--- config.mk ---
export PLATFORM = sky130hd
export DESIGN_NAME = wt_store_path
export DESIGN_NICKNAME = d
export VERILOG_FILES = /design/src/rtl/wt_store_pkg.sv /design/src/rtl/wt_tag_store.sv /design/src/rtl/wt_store_fifo.sv /design/src/rtl/wt_store_path.sv
export SDC_FILE = /design/constraint.sdc
export NUM_CORES = 1
export LEC_CHECK = 0
export BUFFER_PORTS_ARGS = -buffer_cell sky130_fd_sc_hd__clkbuf_2
export CORE_ASPECT_RATIO = 1.2
export CORE_MARGIN = 3
export CORE_UTILIZATION = 39
export CTS_CLUSTER_DIAMETER = 60
export CTS_CLUSTER_SIZE = 16
export DETAILED_ROUTE_END_ITERATION = 16
export HOLD_SLACK_MARGIN = 0.15
export PLACE_DENSITY = 0.65
export SYNTH_ARGS = -nofsm -noshare
export SYNTH_HDL_FRONTEND = slang
export SYNTH_SLANG_ARGS = --single-unit
--- constraint.sdc ---
create_clock -name clk -period 3.55 [get_ports clk]
set_input_delay 0.355 -clock clk [delete_from_list [all_inputs] [get_ports clk]]
set_output_delay 0.355 -clock clk [all_outputs]
set_load 0.02 [all_outputs]
--- src/rtl/wt_store_pkg.sv ---
package wt_store_pkg;
  localparam int unsigned WT_ADDR_W     = 16;
  localparam int unsigned WT_DATA_W     = 32;
  localparam int unsigned WT_LINES      = 8;
  localparam int unsigned WT_LINE_BYTES = 16;
  localparam int unsigned WT_DEPTH      = 4;

  // width of an index into n items, at least one bit
  function automatic int unsigned wt_bits(input int unsigned n);
    return (n > 1) ? $clog2(n) : 1;
  endfunction
endpackage

--- src/rtl/wt_tag_store.sv ---
module wt_tag_store
  import wt_store_pkg::*;
#(
  parameter int unsigned LINES = WT_LINES,
  parameter int unsigned TAG_W = 9,
  localparam int unsigned IDX_W = wt_bits(LINES)
) (
  input  logic             clk,
  input  logic             rst_n,
  input  logic             fill_en,
  input  logic [IDX_W-1:0] fill_idx,
  input  logic [TAG_W-1:0] fill_tag,
  input  logic [IDX_W-1:0] lk_idx,
  output logic             lk_valid,
  output logic [TAG_W-1:0] lk_tag
);
  logic [LINES-1:0] valid_q;
  logic [LINES-1:0] valid_d;
  logic [TAG_W-1:0] tag_q [LINES];

  always_comb begin
    valid_d = valid_q;
    if (fill_en) valid_d[fill_idx] = 1'b1;
  end

  always_ff @(posedge clk or negedge rst_n) begin
    if (!rst_n) valid_q <= '0;
    else        valid_q <= valid_d;
  end

  for (genvar g = 0; g < LINES; g++) begin : g_line
    always_ff @(posedge clk) begin
      if (fill_en && (fill_idx == IDX_W'(g))) tag_q[g] <= fill_tag;
    end
  end

  assign lk_valid = valid_q[lk_idx];
  assign lk_tag   = tag_q[lk_idx];

  // a store (hit or miss) never changes residency; only an install does
  assert_no_alloc_R3: assert property (@(posedge clk) disable iff (!rst_n)
    !fill_en |=> $stable(valid_q));
  assert_fill_sets_R9: assert property (@(posedge clk) disable iff (!rst_n)
    fill_en |=> (valid_q[$past(fill_idx)] == 1'b1));
endmodule

--- src/rtl/wt_store_fifo.sv ---
module wt_store_fifo
  import wt_store_pkg::*;
#(
  parameter int unsigned DEPTH = WT_DEPTH,
  parameter int unsigned WIDTH = 52,
  localparam int unsigned PTR_W = wt_bits(DEPTH),
  localparam int unsigned CNT_W = $clog2(DEPTH + 1)
) (
  input  logic             clk,
  input  logic             rst_n,
  input  logic             push,
  input  logic [WIDTH-1:0] push_data,
  input  logic             pop,
  output logic             full,
  output logic             empty,
  output logic [WIDTH-1:0] head
);
  logic [PTR_W-1:0] wr_ptr_q, wr_ptr_d;
  logic [PTR_W-1:0] rd_ptr_q, rd_ptr_d;
  logic [CNT_W-1:0] count_q, count_d;
  logic [WIDTH-1:0] slot_q [DEPTH];

  function automatic logic [PTR_W-1:0] ptr_inc(input logic [PTR_W-1:0] p);
    return (p == PTR_W'(DEPTH - 1)) ? '0 : p + PTR_W'(1);
  endfunction

  assign full  = (count_q == CNT_W'(DEPTH));
  assign empty = (count_q == '0);
  assign head  = slot_q[rd_ptr_q];

  always_comb begin
    wr_ptr_d = wr_ptr_q;
    rd_ptr_d = rd_ptr_q;
    count_d  = count_q;
    if (push) wr_ptr_d = ptr_inc(wr_ptr_q);
    if (pop)  rd_ptr_d = ptr_inc(rd_ptr_q);
    case ({push, pop})
      2'b10:   count_d = count_q + CNT_W'(1);
      2'b01:   count_d = count_q - CNT_W'(1);
      default: count_d = count_q;
    endcase
  end

  always_ff @(posedge clk or negedge rst_n) begin
    if (!rst_n) begin
      wr_ptr_q <= '0;
      rd_ptr_q <= '0;
      count_q  <= '0;
    end else begin
      wr_ptr_q <= wr_ptr_d;
      rd_ptr_q <= rd_ptr_d;
      count_q  <= count_d;
    end
  end

  for (genvar s = 0; s < DEPTH; s++) begin : g_slot
    always_ff @(posedge clk) begin
      if (push && (wr_ptr_q == PTR_W'(s))) slot_q[s] <= push_data;
    end
  end

  assert_no_overflow_R6: assert property (@(posedge clk) disable iff (!rst_n)
    push |-> (!full || pop));
  assert_no_underflow_R5: assert property (@(posedge clk) disable iff (!rst_n)
    pop |-> !empty);
  assert_count_up_R4: assert property (@(posedge clk) disable iff (!rst_n)
    (push && !pop) |=> (count_q == $past(count_q) + CNT_W'(1)));
  assert_full_swap_R7: assert property (@(posedge clk) disable iff (!rst_n)
    (push && pop && full) |=> full);
endmodule

--- src/rtl/wt_store_path.sv ---
module wt_store_path
  import wt_store_pkg::*;
#(
  parameter int unsigned ADDR_W     = WT_ADDR_W,
  parameter int unsigned DATA_W     = WT_DATA_W,
  parameter int unsigned LINES      = WT_LINES,
  parameter int unsigned LINE_BYTES = WT_LINE_BYTES,
  parameter int unsigned DEPTH      = WT_DEPTH,
  localparam int unsigned BE_W   = DATA_W / 8,
  localparam int unsigned OFS_W  = $clog2(LINE_BYTES),
  localparam int unsigned BYTE_W = $clog2(BE_W),
  localparam int unsigned WORD_W = OFS_W - BYTE_W,
  localparam int unsigned IDX_W  = wt_bits(LINES),
  localparam int unsigned TAG_W  = ADDR_W - OFS_W - IDX_W,
  localparam int unsigned LINE_W = ADDR_W - OFS_W,
  localparam int unsigned ENT_W  = ADDR_W + DATA_W + BE_W
) (
  input  logic              clk,
  input  logic              rst_n,
  input  logic              st_valid,
  output logic              st_ready,
  input  logic [ADDR_W-1:0] st_addr,
  input  logic [DATA_W-1:0] st_data,
  input  logic [BE_W-1:0]   st_be,
  input  logic              fill_valid,
  input  logic [LINE_W-1:0] fill_line,
  output logic              cupd_en,
  output logic [IDX_W-1:0]  cupd_index,
  output logic [WORD_W-1:0] cupd_word,
  output logic [DATA_W-1:0] cupd_data,
  output logic [BE_W-1:0]   cupd_be,
  output logic              mem_valid,
  input  logic              mem_ready,
  output logic [ADDR_W-1:0] mem_addr,
  output logic [DATA_W-1:0] mem_data,
  output logic [BE_W-1:0]   mem_be,
  output logic              buf_empty
);
  // asynchronous assertion, synchronous release
  logic [1:0] rst_sync_q;
  logic       rst_int_n;

  always_ff @(posedge clk or negedge rst_n) begin
    if (!rst_n) rst_sync_q <= 2'b00;
    else        rst_sync_q <= {rst_sync_q[0], 1'b1};
  end
  assign rst_int_n = rst_sync_q[1];

  logic [IDX_W-1:0] st_idx;
  logic [TAG_W-1:0] st_tag;
  logic             lk_valid;
  logic [TAG_W-1:0] lk_tag;
  logic             st_hit;
  logic             st_take;
  logic             q_full;
  logic             q_empty;
  logic             q_pop;
  logic [ENT_W-1:0] q_head;

  assign st_idx = st_addr[OFS_W +: IDX_W];
  assign st_tag = st_addr[ADDR_W-1 -: TAG_W];

  wt_tag_store #(
    .LINES (LINES),
    .TAG_W (TAG_W)
  ) u_tags (
    .clk      (clk),
    .rst_n    (rst_int_n),
    .fill_en  (fill_valid),
    .fill_idx (fill_line[IDX_W-1:0]),
    .fill_tag (fill_line[LINE_W-1 -: TAG_W]),
    .lk_idx   (st_idx),
    .lk_valid (lk_valid),
    .lk_tag   (lk_tag)
  );

  assign st_hit   = lk_valid && (lk_tag == st_tag);
  // a full queue still takes a store when its head leaves in the same cycle
  assign st_ready = !q_full || mem_ready;
  assign st_take  = st_valid && st_ready;
  assign q_pop    = !q_empty && mem_ready;

  assign cupd_en    = st_take && st_hit;
  assign cupd_index = st_idx;
  assign cupd_word  = st_addr[BYTE_W +: WORD_W];
  assign cupd_data  = st_data;
  assign cupd_be    = st_be;

  wt_store_fifo #(
    .DEPTH (DEPTH),
    .WIDTH (ENT_W)
  ) u_queue (
    .clk       (clk),
    .rst_n     (rst_int_n),
    .push      (st_take),
    .push_data ({st_addr, st_data, st_be}),
    .pop       (q_pop),
    .full      (q_full),
    .empty     (q_empty),
    .head      (q_head)
  );

  assign mem_valid = !q_empty;
  assign buf_empty = q_empty;
  assign {mem_addr, mem_data, mem_be} = q_head;

  assert_mem_hold_R5: assert property (@(posedge clk) disable iff (!rst_int_n)
    (mem_valid && !mem_ready) |=>
      (mem_valid && $stable(mem_addr) && $stable(mem_data) && $stable(mem_be)));
  assert_stall_full_R6: assert property (@(posedge clk) disable iff (!rst_int_n)
    (!st_ready) |-> (mem_valid && !buf_empty));
  assert_empty_after_R8: assert property (@(posedge clk) disable iff (!rst_int_n)
    (buf_empty && !st_valid) |=> buf_empty);
endmodule

==> results by group <==
Floorplan
  • Die H: 194 um
  • # IOs: 166
  • Row count: 68
  • Core area: 28800 um2
  • DIE AREA: 31500 um2
  • Initial core utilization: 0.397
  • Die Wd: 162 um

Global routing
  • Gr ovfl total: 0
  • Pin count of the biggest net entering global routing: 53
  • Initial antenna violation count: 0
  • First-pass GRT wire length: 34.7 mm
  • Vias in the first global route: 5953
  • GRT Overall Usage: 0.143

STA
  • Min cycle time layout: 2.91 ns
  • Hold violation total from the final report: 0
  • RSZ-0062 raised after global routing: no
  • FMAX: 344 MHz
  • Final setup vio count: 0
  • Max Clock Skew: 0.0263 ns
  • Slew HR: 0.235
  • Fin. max-slew vios: 0
  • Setup TNS: 0 ns
  • Slew @ Worst Pin: 1.14 ns
  • Fin crit share: 0.819

Critical path
  • CP max stage delay: 0.47 ns
  • Reg2Reg Launch Point: u_queue.count_q[1]
  • Setup slack, reg-to-reg: 0.94 ns
  • CP Class: flip-flop to primary output
  • Startpoint Class: flip-flop
  • Critical Path AT: 2.55 ns
  • Required time worst endpoint: 3.19 ns
  • CP max-delay cell: mux4_2
  • Worst Reg-to-Reg Cells: 8
  • CP cell instances: mux4_2 > mux2i_1 > xnor2_1 > or3_1 > nor3_2 > clkbuf_2
  • CP max FO: 1
  • R2r endpoint: u_queue.count_q[2]
  • CP endpoint kind: primary output

Synth
  • Syn Area/Cell: 22.6 um2
  • Synth Instances: 507
  • Post-Syn Nets: 583
  • Top cells by count, synth: edfxtp_1 (280), mux4_2 (70), buf_4 (42), dfrtp_1 (17), mux2i_1 (11)
  • Area contributors post-synth: edfxtp_1 (73%), mux4_2 (14%), dfrtp_1 (3.7%)
  • Largest area contributor in the netlist: edfxtp_1
  • Ys Warns: 0
  • Ys async rst share: 0.0572
  • FF+latch count, synth: 297
  • Top cell type's share of synthesized area: 0.735
  • EDFF count, synth: 280
  • Top-count cell post-synth: edfxtp_1
  • Distinct cell type count after synthesis: 27
  • Main synth FF type: edfxtp_1
  • Mapped cell area: 11400 um2
  • Sequential fraction of the synthesis area: 0.772

Layout
  • Synthesis-to-layout area growth: 20.5%
  • Utilization after layout: 0.478
  • # diodes: 0
  • Filler cells: 2376
  • Register area: 8840 um2
  • Final-stage net count: 783
  • Share of post-route cells with drive strength above 1: 0.409
  • Post-Layout Cell Count: 1111
  • Area of the multi-input gates: 2200 um2

Flow run
  • Max-Cap Viols: 0

Drt
  • Initial drt markers: 226
  • Drt wl/cell: 20.4 um
  • DR vias/cell: 4.94
  • ANT nets after route: 0
  • Drt drc: 0
  • First-pass iteration count of the detailed router: 4
  • Final WL: 22.6 mm
  • Via count: 5483

Clock network
  • Clk buf depth: 3
  • Clock H-tree levels: 1
  • Total CTS buffers: 25
  • Worst-Skew Late Latency: 0.53 ns
  • CTS sink count: 297
  • Clock transition at path regs: 0.07 ns
  • Cts repair resizes: 0
  • Root buf cell: clkbuf_16
  • CTS tree: built

Min path
  • Hold depth: 1
  • Hold crit path type: input pin to flip-flop
  • Min-delay src: st_addr[14]
  • Hold Crit Endpoint: u_queue.slot_q[3][50]

Pwr
  • Clock Power Share: 0.258
  • Sequential power share: 0.471
  • Comb pwr share: 0.271
  • Internal power: 6.91 mW
  • Leak: 4.84 nW
  • P per Cell Area: 722 nW/um2
  • Sw power: 3.05 mW
  • Max rail drop VDD: 0.000415 V
  • Switching Share: 0.306

Placement
  • Hpwl dp: 14.3 mm
  • Post-Place Cells: 1006
  • IO Port Bufs: 165
  • Routability Congestion: 0.738

Status
  • Status: completed
## layout by cell type, fill, tap and decap left out, drive strengths merged
cell type	n
edfxtp	280
or4b	1
dlygate4sd3	59
buf	9
mux2	2
or3	2
clkinvlp	1
nand4	2
nor2	7
mux4	72
ha	6
mux2i	11
and3	4
or2	8
nand2b	3
dfrtp	17
clkinv	2
conb	1
inv	11
nor3	5
xor2	10
xnor2	2
a21o	2
nand2	4
fa	1
clkbuf	204
## metal layers
metal / up-vias / global-route usage / routed length (um)
li1: 2427 / - / -
met1: 2854 / 0.182 / 9210
met2: 172 / 0.257 / 11800
met3: 30 / 0.0226 / 1210
met4: 0 / 0.0319 / 428
met5: - / 0 / 0
## how the worst max path moves through the flow
stage / start / cells past startpoint / end / slack, ns
after floorplan: u_queue.count_q[2] / 3 / u_queue.slot_q[0][0] / 0.93
after detailed placement: st_addr[4] / 7 / cupd_en / 0.73
final: u_tags.tag_q[7][1] / 6 / cupd_en / 0.64
after global routing: u_tags.tag_q[5][1] / 6 / cupd_en / 0.57
after CTS: u_tags.tag_q[7][1] / 6 / cupd_en / 0.62
after global placement: st_addr[5] / 7 / cupd_en / 0.69
## worst max-delay path, delay by kind of cell, from the launching register on
family / cells / cell delay [ns]
buf+inv: 1 / 0.22
simple gates: 2 / 0.61
xor+xnor: 1 / 0.09
mux: 2 / 0.71
flops: 1 / 0.39
## timing repair
action,4_1_cts,5_1_grt
setup buffers,0,0
hold buffers,59,0
endpoints found under the hold margin,266,0
## sequential cells by signal (all words and copies together), names as in the netlist
name,count
rst_sync_q,2
u_queue.count_q,3
u_queue.rd_ptr_q,2
u_queue.slot_q,208
u_queue.wr_ptr_q,2
u_tags.tag_q,72
u_tags.valid_q,8
## power groups by stage
stage	logic (mW)	registers (mW)	clock network, mW
2_1_floorplan	1.95	4.60	0
3_3_place_gp	2.67	4.75	0
5_1_grt	2.89	4.76	2.80
4_1_cts	2.75	4.71	2.66
6_report	2.70	4.69	2.58
3_5_place_dp	2.70	4.79	0
## cell families (layout without fill, tap and decap cells)
group	after synthesis	in the layout	synth area share
fa+ha+maj	7	7	0.00831
compound gates	2	2	0.00131
mux	85	85	0.154
buf+inv	67	286	0.0378
flops	297	297	0.772
xor+xnor	12	12	0.00918
other cells	1	1	0.000328
simple gates	36	36	0.0175
## metrics by stage
step	hold slack, ns	total power [mW]	setup slack, ns	area (um2)
floorplan	0.0594	6.54	0.934	11400
global placement	0.147	7.42	0.691	12400
detailed placement	0.148	7.49	0.735	12400
CTS	0.153	10.1	0.622	13800
global route	0.171	10.5	0.573	13800
finish	0.175	9.97	0.644	13800
## area by class of cell
cell class / instances / area share
well taps: 385 / 0.0349
repair buffers: 233 / 0.108
multi-input cells: 143 / 0.159
clock buffers: 39 / 0.0499
clock inverters: 7 / 0.00526
inverters: 7 / 0.00190
flip-flops and latches: 297 / 0.640
No activity file was read; power rests on OpenSTA's default activity.
